`src/rtl/flash_cmd_pkg.sv`:
```
package flash_cmd_pkg;

  typedef enum logic [1:0] {
    MODE_READ = 2'd0,
    MODE_ID   = 2'd1,
    MODE_CFI  = 2'd2
  } mode_e;

  typedef enum logic [1:0] {
    SEQ_IDLE = 2'd0,
    SEQ_GOT1 = 2'd1,
    SEQ_GOT2 = 2'd2
  } seq_e;

  // Per-write match flags produced by the decoder
  typedef struct packed {
    logic exit_cmd;
    logic unlock1;
    logic unlock2;
    logic id_go;
    logic cfi_go;
    logic cfi_short;
  } wr_hit_t;

  localparam logic [7:0]  CMD_UNLOCK_A = 8'hAA;
  localparam logic [7:0]  CMD_UNLOCK_B = 8'h55;
  localparam logic [7:0]  CMD_ID_ENTER = 8'h90;
  localparam logic [7:0]  CMD_CFI_ENTER = 8'h98;
  localparam logic [7:0]  CMD_CFI_SHORT = 8'h89;
  localparam logic [7:0]  CMD_EXIT     = 8'hF0;

  localparam logic [11:0] ADR_UNLOCK_A = 12'h555;
  localparam logic [11:0] ADR_UNLOCK_B = 12'h2AA;
  localparam logic [11:0] ADR_SHORT    = 12'h055;

  localparam logic [15:0] MFR_WORD     = 16'h00BF;
  localparam logic [15:0] DEV_WORD_A   = 16'h2321;
  localparam logic [15:0] DEV_WORD_B   = 16'h2322;

endpackage

```
`src/rtl/flash_rst_sync.sv`:
```
module flash_rst_sync #(
  parameter int unsigned STAGES = 2
) (
  input  logic clk,
  input  logic rst_n,
  output logic rst_sync_n
);

  logic [STAGES-1:0] sync_q;

  always_ff @(posedge clk or negedge rst_n) begin
    if (!rst_n) begin
      sync_q <= '0;
    end else begin
      sync_q <= {sync_q[STAGES-2:0], 1'b1};
    end
  end

  assign rst_sync_n = sync_q[STAGES-1];

endmodule

```
`src/rtl/flash_cmd_decode.sv`:
```
module flash_cmd_decode
  import flash_cmd_pkg::*;
#(
  parameter int unsigned ADDR_W = 18,
  parameter int unsigned DATA_W = 16
) (
  input  logic [ADDR_W-1:0] wr_addr,
  input  logic [DATA_W-1:0] wr_data,
  output wr_hit_t           hit
);

  localparam logic [ADDR_W-1:0] A_UNLK_A = ADDR_W'(ADR_UNLOCK_A);
  localparam logic [ADDR_W-1:0] A_UNLK_B = ADDR_W'(ADR_UNLOCK_B);
  localparam logic [ADDR_W-1:0] A_SHORT  = ADDR_W'(ADR_SHORT);

  logic [7:0] cmd_byte;
  logic       at_unlk_a;
  logic       at_unlk_b;
  logic       at_short;
  logic       unused_hi_byte;

  // Only the low byte carries a command
  assign cmd_byte       = wr_data[7:0];
  assign unused_hi_byte = ^wr_data[DATA_W-1:8];

  assign at_unlk_a = (wr_addr == A_UNLK_A);
  assign at_unlk_b = (wr_addr == A_UNLK_B);
  assign at_short  = (wr_addr == A_SHORT);

  always_comb begin
    hit           = '0;
    hit.exit_cmd  = (cmd_byte == CMD_EXIT);
    hit.unlock1   = at_unlk_a && (cmd_byte == CMD_UNLOCK_A);
    hit.unlock2   = at_unlk_b && (cmd_byte == CMD_UNLOCK_B);
    hit.id_go     = at_unlk_a && (cmd_byte == CMD_ID_ENTER);
    hit.cfi_go    = at_unlk_a && (cmd_byte == CMD_CFI_ENTER);
    hit.cfi_short = at_short  && (cmd_byte == CMD_CFI_SHORT);
  end

endmodule

```
`src/rtl/flash_mode_fsm.sv`:
```
module flash_mode_fsm
  import flash_cmd_pkg::*;
(
  input  logic    clk,
  input  logic    rst_n,
  input  logic    dev_rst_n,
  input  logic    wr_stb,
  input  logic    busy,
  input  wr_hit_t hit,
  output mode_e   mode_q
);

  seq_e  seq_q;
  seq_e  seq_d;
  mode_e mode_d;
  logic  state_en;

  // State can only move on a write or a device reset
  assign state_en = wr_stb || !dev_rst_n;

  always_comb begin
    seq_d  = seq_q;
    mode_d = mode_q;
    if (!dev_rst_n) begin
      seq_d  = SEQ_IDLE;
      mode_d = MODE_READ;
    end else if (wr_stb) begin
      if (hit.exit_cmd) begin
        if (!busy) begin
          seq_d  = SEQ_IDLE;
          mode_d = MODE_READ;
        end
      end else begin
        case (seq_q)
          SEQ_IDLE: begin
            if (hit.unlock1) begin
              seq_d = SEQ_GOT1;
            end else if (hit.cfi_short) begin
              mode_d = MODE_CFI;
            end else begin
              mode_d = MODE_READ;
            end
          end
          SEQ_GOT1: begin
            if (hit.unlock2) begin
              seq_d = SEQ_GOT2;
            end else begin
              seq_d  = SEQ_IDLE;
              mode_d = MODE_READ;
            end
          end
          SEQ_GOT2: begin
            seq_d = SEQ_IDLE;
            if (hit.id_go) begin
              mode_d = MODE_ID;
            end else if (hit.cfi_go) begin
              mode_d = MODE_CFI;
            end else begin
              mode_d = MODE_READ;
            end
          end
          default: begin
            seq_d  = SEQ_IDLE;
            mode_d = MODE_READ;
          end
        endcase
      end
    end
  end

  always_ff @(posedge clk or negedge rst_n) begin
    if (!rst_n) begin
      seq_q  <= SEQ_IDLE;
      mode_q <= MODE_READ;
    end else if (state_en) begin
      seq_q  <= seq_d;
      mode_q <= mode_d;
    end
  end

endmodule

```
`src/rtl/flash_cfi_rom.sv`:
```
module flash_cfi_rom #(
  parameter int unsigned ADDR_W = 18,
  parameter int unsigned DATA_W = 16,
  parameter int unsigned CFI_AW = 6
) (
  input  logic [CFI_AW-1:0] idx,
  output logic [DATA_W-1:0] word
);

  localparam logic [DATA_W-1:0] SIZE_LOG2 = DATA_W'(ADDR_W + 1);

  logic [7:0] idx8;

  assign idx8 = 8'(idx);

  always_comb begin
    case (idx8)
      8'h10:   word = DATA_W'(16'h0051);
      8'h11:   word = DATA_W'(16'h0052);
      8'h12:   word = DATA_W'(16'h0059);
      8'h13:   word = DATA_W'(16'h0001);
      8'h27:   word = SIZE_LOG2;
      default: word = '0;
    endcase
  end

endmodule

```
`src/rtl/flash_read_mux.sv`:
```
module flash_read_mux
  import flash_cmd_pkg::*;
#(
  parameter int unsigned     ADDR_W      = 18,
  parameter int unsigned     DATA_W      = 16,
  parameter int unsigned     CFI_AW      = 6,
  parameter bit              ALT_DEVICE  = 1'b0,
  parameter logic [15:0]     STATUS_WORD = 16'h0080
) (
  input  logic              clk,
  input  mode_e             mode,
  input  logic              busy,
  input  logic [ADDR_W-1:0] rd_addr,
  input  logic [DATA_W-1:0] array_rdata,
  output logic [DATA_W-1:0] rd_data
);

  localparam logic [ADDR_W-1:0] ID_ADR_MFR = ADDR_W'(0);
  localparam logic [ADDR_W-1:0] ID_ADR_DEV = ADDR_W'(1);

  logic [DATA_W-1:0] dev_word;
  logic [DATA_W-1:0] rom_word;
  logic [DATA_W-1:0] sel_word;
  logic              cfi_in_range;

  generate
    if (ALT_DEVICE) begin : g_dev_b
      assign dev_word = DATA_W'(DEV_WORD_B);
    end else begin : g_dev_a
      assign dev_word = DATA_W'(DEV_WORD_A);
    end
  endgenerate

  flash_cfi_rom #(
    .ADDR_W (ADDR_W),
    .DATA_W (DATA_W),
    .CFI_AW (CFI_AW)
  ) u_cfi_rom (
    .idx  (rd_addr[CFI_AW-1:0]),
    .word (rom_word)
  );

  assign cfi_in_range = (rd_addr[ADDR_W-1:CFI_AW] == '0);

  always_comb begin
    if (busy) begin
      sel_word = DATA_W'(STATUS_WORD);
    end else begin
      case (mode)
        MODE_ID: begin
          if (rd_addr == ID_ADR_MFR) begin
            sel_word = DATA_W'(MFR_WORD);
          end else if (rd_addr == ID_ADR_DEV) begin
            sel_word = dev_word;
          end else begin
            sel_word = '0;
          end
        end
        MODE_CFI: sel_word = cfi_in_range ? rom_word : '0;
        default:  sel_word = array_rdata;
      endcase
    end
  end

  // Datapath register, loaded every cycle, no reset needed
  always_ff @(posedge clk) begin
    rd_data <= sel_word;
  end

endmodule

```
`src/rtl/flash_cmd_front.sv`:
```
module flash_cmd_front
  import flash_cmd_pkg::*;
#(
  parameter int unsigned ADDR_W      = 18,
  parameter int unsigned DATA_W      = 16,
  parameter int unsigned CFI_AW      = 6,
  parameter bit          ALT_DEVICE  = 1'b0,
  parameter logic [15:0] STATUS_WORD = 16'h0080
) (
  input  logic              clk,
  input  logic              rst_n,
  input  logic              dev_rst_n,
  input  logic              wr_stb,
  input  logic [ADDR_W-1:0] wr_addr,
  input  logic [DATA_W-1:0] wr_data,
  input  logic              busy,
  input  logic [ADDR_W-1:0] rd_addr,
  input  logic [DATA_W-1:0] array_rdata,
  output logic [DATA_W-1:0] rd_data,
  output logic [1:0]        mode
);

  logic    rst_core_n;
  wr_hit_t hit;
  mode_e   mode_q;

  flash_rst_sync #(
    .STAGES (2)
  ) u_rst_sync (
    .clk        (clk),
    .rst_n      (rst_n),
    .rst_sync_n (rst_core_n)
  );

  flash_cmd_decode #(
    .ADDR_W (ADDR_W),
    .DATA_W (DATA_W)
  ) u_decode (
    .wr_addr (wr_addr),
    .wr_data (wr_data),
    .hit     (hit)
  );

  flash_mode_fsm u_fsm (
    .clk       (clk),
    .rst_n     (rst_core_n),
    .dev_rst_n (dev_rst_n),
    .wr_stb    (wr_stb),
    .busy      (busy),
    .hit       (hit),
    .mode_q    (mode_q)
  );

  flash_read_mux #(
    .ADDR_W      (ADDR_W),
    .DATA_W      (DATA_W),
    .CFI_AW      (CFI_AW),
    .ALT_DEVICE  (ALT_DEVICE),
    .STATUS_WORD (STATUS_WORD)
  ) u_read_mux (
    .clk         (clk),
    .mode        (mode_q),
    .busy        (busy),
    .rd_addr     (rd_addr),
    .array_rdata (array_rdata),
    .rd_data     (rd_data)
  );

  assign mode = mode_q;

endmodule

```
`config.mk`:
```
export PLATFORM = sky130hd
export DESIGN_NAME = flash_cmd_front
export DESIGN_NICKNAME = d
export VERILOG_FILES = /design/src/rtl/flash_cmd_pkg.sv /design/src/rtl/flash_rst_sync.sv /design/src/rtl/flash_cmd_decode.sv /design/src/rtl/flash_mode_fsm.sv /design/src/rtl/flash_cfi_rom.sv /design/src/rtl/flash_read_mux.sv /design/src/rtl/flash_cmd_front.sv
export SDC_FILE = /design/constraint.sdc
export NUM_CORES = 1
export LEC_CHECK = 0
export BUFFER_PORTS_ARGS = -buffer_cell sky130_fd_sc_hd__buf_2
export CAP_MARGIN = 20
export CORE_MARGIN = 10
export CORE_UTILIZATION = 42
export DETAILED_ROUTE_END_ITERATION = 6
export PLACE_DENSITY = 0.8
export REMOVE_ABC_BUFFERS = 1
export SYNTH_ARGS = -nofsm -noshare
export SYNTH_HDL_FRONTEND = slang
export SYNTH_SLANG_ARGS = --single-unit
```
`constraint.sdc`:
```
create_clock -name clk -period 1.5 [get_ports clk]
set_input_delay 0.3 -clock clk [delete_from_list [all_inputs] [get_ports clk]]
set_output_delay 0.3 -clock clk [all_outputs]
set_load 0.1 [all_outputs]
```
==> impl_metrics.py <==
metrics = {
    "worst_setup_path": {
        "r2r_end": "u_fsm.mode_q[1]",
        "criticalPathCategory": "register to register",
        "arrival_ps": 1840,
        "critPathLaunchType": "register",
        "rr_startpoint": "u_fsm.seq_q[0]",
        "r2r_slack_ps": -110,
        "rr_worst_depth": 5,
        "crit_end": "u_fsm.mode_q[1]",
        "crit_start": "u_fsm.seq_q[0]",
        "critPathCaptureType": "register",
        "critPathRequiredTime_ps": 1730,
        "crit_path_max_fanout": 5,
    },
    "timing": {
        "drv_slew": 0,
        "fin_ws_ps": -110,
        "fin_crit_sh_pct": 107,
        "final.min_clock_period_ps": 1610,
        "whs_ps": 63.8,
        "finClkSkew_ps": 2.72,
        "grt_setup_unrepaired": "yes",
        "finalHoldViolCount": 0,
        "fmax_mhz": 621,
        "setup_viol": 3,
    },
    "logic_synthesis": {
        "synthesis.instances": 131,
        "async_flop_share_pct": 27.3,
        "yosysSeqAreaShare_pct": 39.6,
        "synth_ff_type": "dfxtp_1",
        "synth.distinct_cells": 46,
        "synth.ff_latch_count": 22,
        "yosysWarnings": 0,
        "synth-edff-count": 0,
        "syn_area_sq_um": 1190,
        "synth_area_per_cell_sq_um": 9.06,
    },
    "cts": {
        "cts_sinks": 22,
        "clockBufferDepth": 2,
        "cts-buffers-inserted": 3,
        "cts_tree": "built",
        "clk-insertion-delay-late_ps": 310,
        "h-tree-depth": 1,
        "root_buffer": "clkbuf_4",
        "path_clk_slew_ps": 120,
    },
    "status": {
        "outcome": "complete, but fails checks",
        "violations": "negative setup slack",
    },
    "floorplan": {
        "start_util_pct": 43.4,
        "die-area_sq_um": 5350,
        "core_sq_um": 2730,
        "placementRows": 19,
        "io-pin-count": 91,
        "dieWidth_um": 73.2,
        "die_y_um": 73.2,
    },
    "global_routing": {
        "grt.busiest_layer": "met2",
        "grt_pass1_vias": 1458,
        "antenna_found_initial": 0,
        "grt_use_total_pct": 14.0,
        "use_met3_pct": 4.63,
        "use_met1_pct": 14.4,
        "grt_max_degree": 15,
        "met2_usage_pct": 25.4,
        "grt_pass1_wl_um": 6270,
        "grt_overflow_total": 0,
    },
    "cells_and_area": {
        "antenna_cells": 0,
        "final_common_cell": "buf_2",
        "areaGrowthSynthToFinish_pct": 53.1,
        "mostFrequentLayoutCells": "buf_2 (81), dfxtp_1 (16), nand2_1 (13)",
        "finalInstanceArea_sq_um": 1820,
        "final_core_util_pct": 66.5,
        "fin_nets": 303,
        "final_layout_size_suffix_gt1_share_pct": 50.2,
    },
    "drt": {
        "ant_nets": 0,
        "via_per_inst": 5.41,
        "wl_um": 3830,
        "num_vias": 1397,
        "first_iter_violations": 118,
        "dr.pass1.iters": 7,
        "wl_per_cell_um": 14.9,
        "drc": 0,
    },
    "power_and_ir_drop": {
        "power_density_nw_per_um2": 795,
        "ir_drop_v": 0.000747,
        "p_leak_nw": 0.895,
    },
    "job": {
        "maxCapViolations": 0,
    },
    "place": {
        "hpwlAfterDp_um": 3200,
        "numPortBuffers": 82,
        "gp_congestion": 0.860,
        "placed_cell_area_sq_um": 1720,
    },
    "hold_path": {
        "worstHoldPathType": "register to asynchronous set/reset pin",
    },
}
## power by group
group          internal (W)  total, W  switching, W
Clock              0.000270  0.000451      0.000181
Sequential         0.000612  0.000619    0.00000713
Combinational      0.000119  0.000375      0.000256
Total               0.00100   0.00145      0.000445
## sequential cells by signal, summed over array words and instances (netlist names)
name / cells
u_read_mux.rd_data: 16
u_rst_sync.sync_q: 2
u_fsm.seq_q: 2
u_fsm.mode_q: 2
## Yosys cell counts (2+ instances only)
library cell  instances  share of area, %
nor2_1                7               2.2
nor4_1                5               2.6
dfrtp_1               6                13
nor3b_1               2               1.3
a21oi_1               8               3.4
nand2_1              13               4.1
nand4b_1              3               2.2
dfxtp_1              16                27
and4bb_2              3               3.2
nor3_1                4               1.7
and2_1                7               3.7
nand3_1               8               3.4
clkbuf_1              2              0.63
ha_1                  2               2.1
nand4_1               2               1.1
o21ai_0               2              0.84
o21ai_1               2              0.84
inv_1                 6               1.9
and4_4                2               1.9
a221oi_1              2               1.5
and3_1                2               1.1
and4_1                2               1.5
nor4b_1               2               1.5
## kinds of logic (layout without fill, tap and decap cells)
kind of cell	after synthesis	after routing	synth area share, %
AND/OR/NAND/NOR	71	71	39.7
flip-flops	22	22	39.6
adder cells (fa/ha/maj)	2	2	2.11
buffers and inverters	9	105	2.95
other	1	1	0.316
multiplexers	1	1	0.843
AO/OA/AOI/OAI	25	25	14.4
## per-layer routing
layer	up-vias	routed length, um
li1	692	-
met3	7	423
met4	0	74
met1	633	1450
met5	-	0
met2	65	1890
## repair_timing
item,4_1_cts,5_1_grt
hold endpoints to repair,2,0
gates cloned,0,0
resized for setup,3,4
endpoints found under the setup margin,2,7
hold buffers,1,0
setup buffers,1,0
## final cells by class
| class | count | area, sq um |
|---|---|---|
| inverter | 6 | 22.5 |
| fill | 234 | 916 |
| multi-input combinational | 100 | 708 |
| timing repair buffer | 95 | 526 |
| sequential | 22 | 470 |
| clock buffer | 3 | 22.5 |
| tap | 31 | 38.8 |
| clock inverter | 1 | 30.0 |
## worst min path at each step
stage	endpoint	cells past startpoint	startpoint	slack, ps
floorplan	u_rst_sync.sync_q[0]	0	rst_n	4
global placement	u_fsm.seq_q[1]	0	u_rst_sync.sync_q[1]	60
detailed placement	u_fsm.seq_q[1]	0	u_rst_sync.sync_q[1]	60
CTS	u_fsm.seq_q[1]	0	u_rst_sync.sync_q[1]	70
global route	u_fsm.seq_q[1]	0	u_rst_sync.sync_q[1]	90
finish	u_fsm.seq_q[1]	0	u_rst_sync.sync_q[1]	60
## critical path, stage by stage (launching register included)
cell	delay [ps]
dfrtp_1	440
or4bb_4	550
nor4_4	180
a2bb2o_4	170
o2111ai_1	100
o221ai_1	90
## metrics by stage
stage	worst slack (ps)	power (W)	setup TNS (ps)	cells
CTS	-126	0.00145	-273	258
detailed placement	-252	0.00100	-1270	252
global route	-202	0.00149	-538	258
global placement	-201	0.000997	-1070	252
floorplan	-591	0.000856	-8050	128
finish	-110	0.00145	-219	258
No activity file was read; power rests on OpenSTA's default activity.
